## src/rtl/awd_pkg.sv

```systemverilog
package awd_pkg;

  // Result origin as carried by the group bit
  typedef enum logic {
    GRP_REGULAR  = 1'b0,
    GRP_INJECTED = 1'b1
  } awd_grp_e;

  // Outcome of the window comparison
  typedef struct packed {
    logic above_hi;
    logic below_lo;
  } awd_cmp_t;

endpackage

```

## src/rtl/awd_guard_sel.sv

```systemverilog
module awd_guard_sel
  import awd_pkg::*;
#(
  parameter int CH_W = 5
) (
  input  logic            res_valid,
  input  logic [CH_W-1:0] res_chan,
  input  logic            res_is_inj,
  input  logic            cfg_single,
  input  logic [CH_W-1:0] cfg_guard_chan,
  input  logic            cfg_reg_en,
  input  logic            cfg_inj_en,
  output logic            guarded
);

  logic     chan_ok;
  logic     grp_ok;
  awd_grp_e grp;

  always_comb begin
    grp     = awd_grp_e'(res_is_inj);
    chan_ok = !cfg_single || (res_chan == cfg_guard_chan);
    grp_ok  = (grp == GRP_INJECTED) ? cfg_inj_en : cfg_reg_en;
    guarded = res_valid && chan_ok && grp_ok;
  end

endmodule

```

## src/rtl/awd_window_cmp.sv

```systemverilog
module awd_window_cmp
  import awd_pkg::*;
#(
  parameter int DATA_W = 12
) (
  input  logic [DATA_W-1:0] value,
  input  logic [DATA_W-1:0] bound_hi,
  input  logic [DATA_W-1:0] bound_lo,
  output awd_cmp_t          cmp,
  output logic              outside
);

  always_comb begin
    cmp.above_hi = (value > bound_hi);
    cmp.below_lo = (value < bound_lo);
    outside      = cmp.above_hi || cmp.below_lo;
  end

endmodule

```

## src/rtl/awd_sticky_flag.sv

```systemverilog
module awd_sticky_flag (
  input  logic clk,
  input  logic rst_n,
  input  logic set_evt,
  input  logic clr_req,
  output logic flag
);

  logic flag_q;
  logic flag_d;
  logic flag_en;

  // next state: a set overrides a simultaneous clear
  always_comb begin
    flag_en = set_evt || clr_req;
    flag_d  = set_evt;
  end

  always_ff @(posedge clk or negedge rst_n) begin
    if (!rst_n) begin
      flag_q <= 1'b0;
    end else if (flag_en) begin
      flag_q <= flag_d;
    end
  end

  assign flag = flag_q;

endmodule

```

## src/rtl/awd_window_guard.sv

```systemverilog
module awd_window_guard
  import awd_pkg::*;
#(
  parameter int DATA_W = 12,
  parameter int CH_W   = 5
) (
  input  logic              clk,
  input  logic              rst_n,
  input  logic [DATA_W-1:0] cfg_thr_hi,
  input  logic [DATA_W-1:0] cfg_thr_lo,
  input  logic              cfg_single,
  input  logic [CH_W-1:0]   cfg_guard_chan,
  input  logic              cfg_reg_en,
  input  logic              cfg_inj_en,
  input  logic              cfg_irq_en,
  input  logic              res_valid,
  input  logic [DATA_W-1:0] res_data,
  input  logic [CH_W-1:0]   res_chan,
  input  logic              res_is_inj,
  input  logic              flag_clr,
  output logic              awd_flag,
  output logic              awd_irq
);

  logic     guarded;
  logic     outside;
  awd_cmp_t cmp_res;
  logic     guard_hit;
  logic     flag_int;

  awd_guard_sel #(.CH_W(CH_W)) u_sel (
    .res_valid      (res_valid),
    .res_chan       (res_chan),
    .res_is_inj     (res_is_inj),
    .cfg_single     (cfg_single),
    .cfg_guard_chan (cfg_guard_chan),
    .cfg_reg_en     (cfg_reg_en),
    .cfg_inj_en     (cfg_inj_en),
    .guarded        (guarded)
  );

  awd_window_cmp #(.DATA_W(DATA_W)) u_cmp (
    .value    (res_data),
    .bound_hi (cfg_thr_hi),
    .bound_lo (cfg_thr_lo),
    .cmp      (cmp_res),
    .outside  (outside)
  );

  assign guard_hit = guarded && outside;

  awd_sticky_flag u_flag (
    .clk     (clk),
    .rst_n   (rst_n),
    .set_evt (guard_hit),
    .clr_req (flag_clr),
    .flag    (flag_int)
  );

  assign awd_flag = flag_int;
  assign awd_irq  = flag_int && cfg_irq_en;

endmodule

```

## config.mk

```make
export PLATFORM = sky130hd
export DESIGN_NAME = awd_window_guard
export DESIGN_NICKNAME = d
export VERILOG_FILES = /design/src/rtl/awd_pkg.sv /design/src/rtl/awd_guard_sel.sv /design/src/rtl/awd_window_cmp.sv /design/src/rtl/awd_sticky_flag.sv /design/src/rtl/awd_window_guard.sv
export SDC_FILE = /design/constraint.sdc
export NUM_CORES = 1
export LEC_CHECK = 0
export ABC_CLOCK_PERIOD_IN_PS = 1500
export CORE_MARGIN = 2
export CORE_UTILIZATION = 35
export DETAILED_ROUTE_END_ITERATION = 8
export GPL_TIMING_DRIVEN = 0
export PLACE_DENSITY_LB_ADDON = 0.15
export SETUP_SLACK_MARGIN = 0.15
export SYNTH_ARGS = -nofsm -noshare
export SYNTH_HDL_FRONTEND = slang
export SYNTH_SLANG_ARGS = --single-unit
export TNS_END_PERCENT = 1
```

## constraint.sdc

```tcl
create_clock -name clk -period 1.5 [get_ports clk]
set_clock_uncertainty 0.05 [all_clocks]
set_input_delay 0.375 -clock clk [delete_from_list [all_inputs] [get_ports clk]]
set_output_delay 0.375 -clock clk [all_outputs]
set_load 0.02 [all_outputs]
```

After elaboration in Yosys (flattened, before gate mapping)
Index checks and enable logic that the tools add are counted.
- bits in writable memories: 0
- bits in registers: 1
- bits in latches: 0
- bits of input ports: 55
- word-level logic and storage cells: 13
- memories kept: 0
- ROM bits: 0
- reductions and logical operators: 8
- $lt $le $gt $ge: 2
- multiplexer cells: 1
- multipliers: 0
- divide/modulo/power cells: 0
- shifts and indexed selects: 0
- add/subtract/negate cells: 0
- bitwise logic cells: 0
- equal/unequal tests: 1
- operators by type and width (cell ; number):
    $gt A12 B12 Y1 ; 1
    $lt A12 B12 Y1 ; 1
    $eq A5 B5 Y1 ; 1
    $logic_and A1 B1 Y1 ; 4
    $logic_or A1 B1 Y1 ; 3
    $logic_not A1 Y1 ; 1
    $mux W1 ; 1

Logic depth before layout (Yosys ltp)
- depth after elaboration: 6
- mapped depth: 8
- gate-level depth less buffers: 8

Modules after synthesis
Synthesis repeated with hierarchy kept, for this count alone.
- cells, all modules: 97
- area, all modules: 721.9 µm²
- modules (own cells, without submodules) (module ; cells an instance ; instances ; area each (µm²)):
    awd_window_cmp ; 82 ; 1 ; 580.6
    awd_guard_sel ; 10 ; 1 ; 92.6
    awd_sticky_flag ; 3 ; 1 ; 36.3
    awd_window_guard ; 2 ; 1 ; 12.5

Worst setup path before layout
OpenSTA, ideal clock, no wires.
- path type: input-to-reg
- start point: in cfg_thr_hi[5]
- end point: reg u_flag.flag_q, in the netlist u_flag.flag
- arrival time: 1.524 ns
- path slack: -0.205 ns
- stages on the path: 8
- data required time: 1.319 ns
- library setup time: 0.131 ns
- buffers on the path: 0
- path through: inv_1 ha_1 a21o_1 nand3_1 a21oi_1 a2111oi_2 a2bb2oi_1 o22ai_1
- longest elaborated chain between the ends: 4
- ends and longest elaborated chain (element ; RTL line ; source):
    from (decl) ; awd_window_guard.sv:9 ; input logic [DATA_W-1:0] cfg_thr_hi,
    $gt A12 B12 Y1 * ; awd_window_cmp.sv:14 ; cmp.above_hi = (value > bound_hi);
    $logic_or A1 B1 Y1 * ; awd_window_cmp.sv:16 ; outside = cmp.above_hi || cmp.below_lo;
    $logic_and A1 B1 Y1 * ; awd_window_guard.sv:50 ; assign guard_hit = guarded && outside;
    $logic_or A1 B1 Y1 ; awd_sticky_flag.sv:15 ; flag_en = set_evt || clr_req;
    to (signal assigned) ; awd_sticky_flag.sv:23 ; flag_q <= flag_d;
    to (decl) ; awd_sticky_flag.sv:9 ; logic flag_q;
Mark *: on every way between the ends. The rest lies on a longest branch, timed or not.
A chain may end at the register's enable or synchronous reset.

Worst setup path after layout
- start point: in res_data[0]
- end point: reg u_flag.flag_q, in the netlist u_flag.flag
- longest elaborated chain between the ends: 4
- ends and longest elaborated chain (element ; RTL line ; source):
    from (decl) ; awd_window_guard.sv:17 ; input logic [DATA_W-1:0] res_data,
    $gt A12 B12 Y1 or $lt A12 B12 Y1 (tied branches) ; awd_window_cmp.sv:14, awd_window_cmp.sv:15 ;
    $logic_or A1 B1 Y1 * ; awd_window_cmp.sv:16 ;
    $logic_and A1 B1 Y1 * ; awd_window_guard.sv:50 ;
    $logic_or A1 B1 Y1 ; awd_sticky_flag.sv:15 ;
Marked as above.

==> results.sh <==
export IMPL_finish_utilization_pct=88.98
export IMPL_vias=906
export IMPL_wl_mm=3.023
export IMPL_max_vdd_ir_drop_v=0.0001999
export IMPL_die_h_um=48.22
export IMPL_dp_slack_ns=-0.7802
export IMPL_min_path_type="input pin to asynchronous set/reset pin"
export IMPL_yosysWarnings=0
export IMPL_crit_reg2reg_capture="u_flag.flag"
export IMPL_crit_cells=9
export IMPL_ant_nets=0
export IMPL_setup_tns_ns=-0.4439
export IMPL_ioPinCount=57
export IMPL_fin_area_um2=1587
export IMPL_p_per_area_nw_per_um2=313.9
export IMPL_antenna_cells=0
export IMPL_fmax_ghz=0.5144
export IMPL_critical_path_top_delay_family="compound AO/OA/AOI/OAI gates"
export IMPL_power_total_mw=0.4979
export IMPL_initial_core_util_pct=38.39
export IMPL_grt_ovfl_total=0
export IMPL_path_cells="clkdlybuf4s15_1 -> inv_1 -> ha_4 -> nor2b_4 -> o211ai_1 -> a211oi_2 -> a2111oi_4 -> a2bb2oi_2 -> o22ai_1"
export IMPL_placed_area_um2=1344
export IMPL_crit_slowest_cell="o211ai_1"
export IMPL_hold_slack_ns=0.4775
export IMPL_core_area_um2=1783
export IMPL_slew_headroom_pct=79.03
export IMPL_min_period_over_period_pct=129.6
export IMPL_crit_buf_inv=2
export IMPL_stdcell_count=177
export IMPL_r2r_start="u_flag.flag"
export IMPL_die_area_um2=2325
export IMPL_grt_pass1_wl_mm=3.870
export IMPL_clk_latency_ns=0
export IMPL_worstPathArrival_ns=1.76
export IMPL_die_w_um=48.22
export IMPL_criticalPathCategory="input pin to register"
export IMPL_ys_seq_area_share_pct=3.656
export IMPL_wire_per_inst_um=17.08
export IMPL_nets=232
export IMPL_io_buffers=56
export IMPL_status="finished with violations"
export IMPL_synth_area_per_cell_um2=7.521
export IMPL_slew_violations=0
export IMPL_grt_total_usage_pct=23.18
export IMPL_start_kind="input pin"
export IMPL_drt_initial_drc_count=22
export IMPL_worst_r2r_cell_count=2
export IMPL_cp_endpoint="u_flag.flag"
export IMPL_syn_area_um2=684.4
export IMPL_violations="setup timing"
export IMPL_dpl_cell_count=172
export IMPL_hpwl_mm=1.776
export IMPL_ys_types=28
export IMPL_grt_max_degree=4
export IMPL_crit_path_max_fanout=2
export IMPL_rsz0062_at_grt="true"
export IMPL_timing_final_ws_setup_ns=-0.4439
export IMPL_end_kind="register"
export IMPL_crit_start="res_data[0]"
export IMPL_largest_reg_flops=1
export IMPL_clkTransAtPathRegs_ns=0
export IMPL_antenna_found_initial=0
export IMPL_rows=15
export IMPL_layout_min_cycle_time_ns=1.944
export IMPL_syn_to_final_growth_pct=131.8
export IMPL_p_leak_nw=0.7022
export IMPL_ff2ff_setup_slack_ns=0.74
export IMPL_gp_congestion=0.7130
export IMPL_finalSetupViolCount=1
export IMPL_report_final_hold_viol_count=0
export IMPL_drc_errors=0
export IMPL_required_ns=1.32
export IMPL_syn_nets=169
export IMPL_worst_pin_slew_ns=0.3132
export IMPL_routed_via_density=5.119
export IMPL_drtPass1Iterations=4
export IMPL_grt_pass1_vias=935
export IMPL_drv_cap=0
export IMPL_drive_gt1_share_pct=51.97
export IMPL_cpPeakStageDelay_ns=0.28
export IMPL_ys_ff_latch=1
export IMPL_synthCells=91
## final cells by class
cell class | count | area (µm²)
well taps | 25 | 31.28
multi-input cells | 66 | 915.9
inverters | 24 | 95.09
flip-flops and latches | 1 | 25.02
fillers | 81 | 196.4
repair buffers | 61 | 519.2
## kinds of logic (layout without fill, tap and decap cells)
family / count (synthesis) / after routing / share of synthesized area, %
buf+inv: 24 / 85 / 13.16
compound gates: 21 / 21 / 21.02
simple gates: 17 / 17 / 13.71
flops: 1 / 1 / 3.656
xor+xnor: 5 / 5 / 6.400
fa+ha+maj: 23 / 23 / 42.05
## cells in the final DEF (no fill, tap or decap), types with 2 or more instances in the layout
cell type        instances
inv_1                    7
ha_1                     2
buf_4                    5
clkdlybuf4s50_1         17
buf_2                   12
nand4_1                  3
clkdlybuf4s15_1          3
buf_6                    4
dlygate4sd2_1           14
inv_2                   16
ha_2                     2
a21oi_2                  2
nand3_1                  2
xnor2_1                  3
xor2_1                   2
nand2b_1                 2
a21o_1                   3
nand2_2                  2
clkbuf_2                 3
a21oi_1                  4
ha_4                    19
## per-layer routing
metal / vias up / global-route usage (%) / routed length (µm)
li1: 441 / - / -
met1: 422 / 23.13 / 1183
met2: 33 / 48.95 / 1641
met4: 0 / 6.486 / 111
met5: - / 0 / 0
met3: 10 / 1.852 / 86
## synthesized netlist by cell type (all sizes together)
cell      n  area share [%]
inv      24              13
ha       23              42
a21oi     7             5.1
a21o      3             3.3
nand2     3             1.6
nand3     3             2.2
nand4     3             2.7
xnor2     3             3.8
nand2b    2             1.8
o21ai     2             1.5
xor2      2             2.6
a2111oi   1             2.2
a211o     1             1.3
a211oi    1             1.1
a2bb2oi   1             1.3
a31oi     1            0.91
and2      1            0.91
and4      1             1.3
dfrtp     1             3.7
nor2      1            0.55
nor2b     1            0.91
nor3      1            0.73
nor4      1            0.91
o2111ai   1             1.3
o211ai    1             1.1
o22ai     1            0.91
o31ai     1             1.1
## power by group
group	total [mW]	internal, mW	leakage [nW]	switching (mW)
clock	0	0	0	0
sequential	0.0338	0.0305	0.0131	0.00327
combinational	0.464	0.261	0.689	0.203
total	0.498	0.292	0.702	0.206
## worst min-delay path by stage
stage	start	end	cells past startpoint
after floorplan	rst_n	u_flag.flag	0
after global placement	rst_n	u_flag.flag	1
after detailed placement	rst_n	u_flag.flag	1
after CTS	rst_n	u_flag.flag	1
after global routing	rst_n	u_flag.flag	1
final	rst_n	u_flag.flag	1
## repair_timing
item	in CTS	in global routing
buffers inserted	2	3
setup endpoints to repair	3	1
hold buffers	0	0
pin swaps	33	14
resized for setup	136	23
No activity file was read; power rests on OpenSTA's default activity.
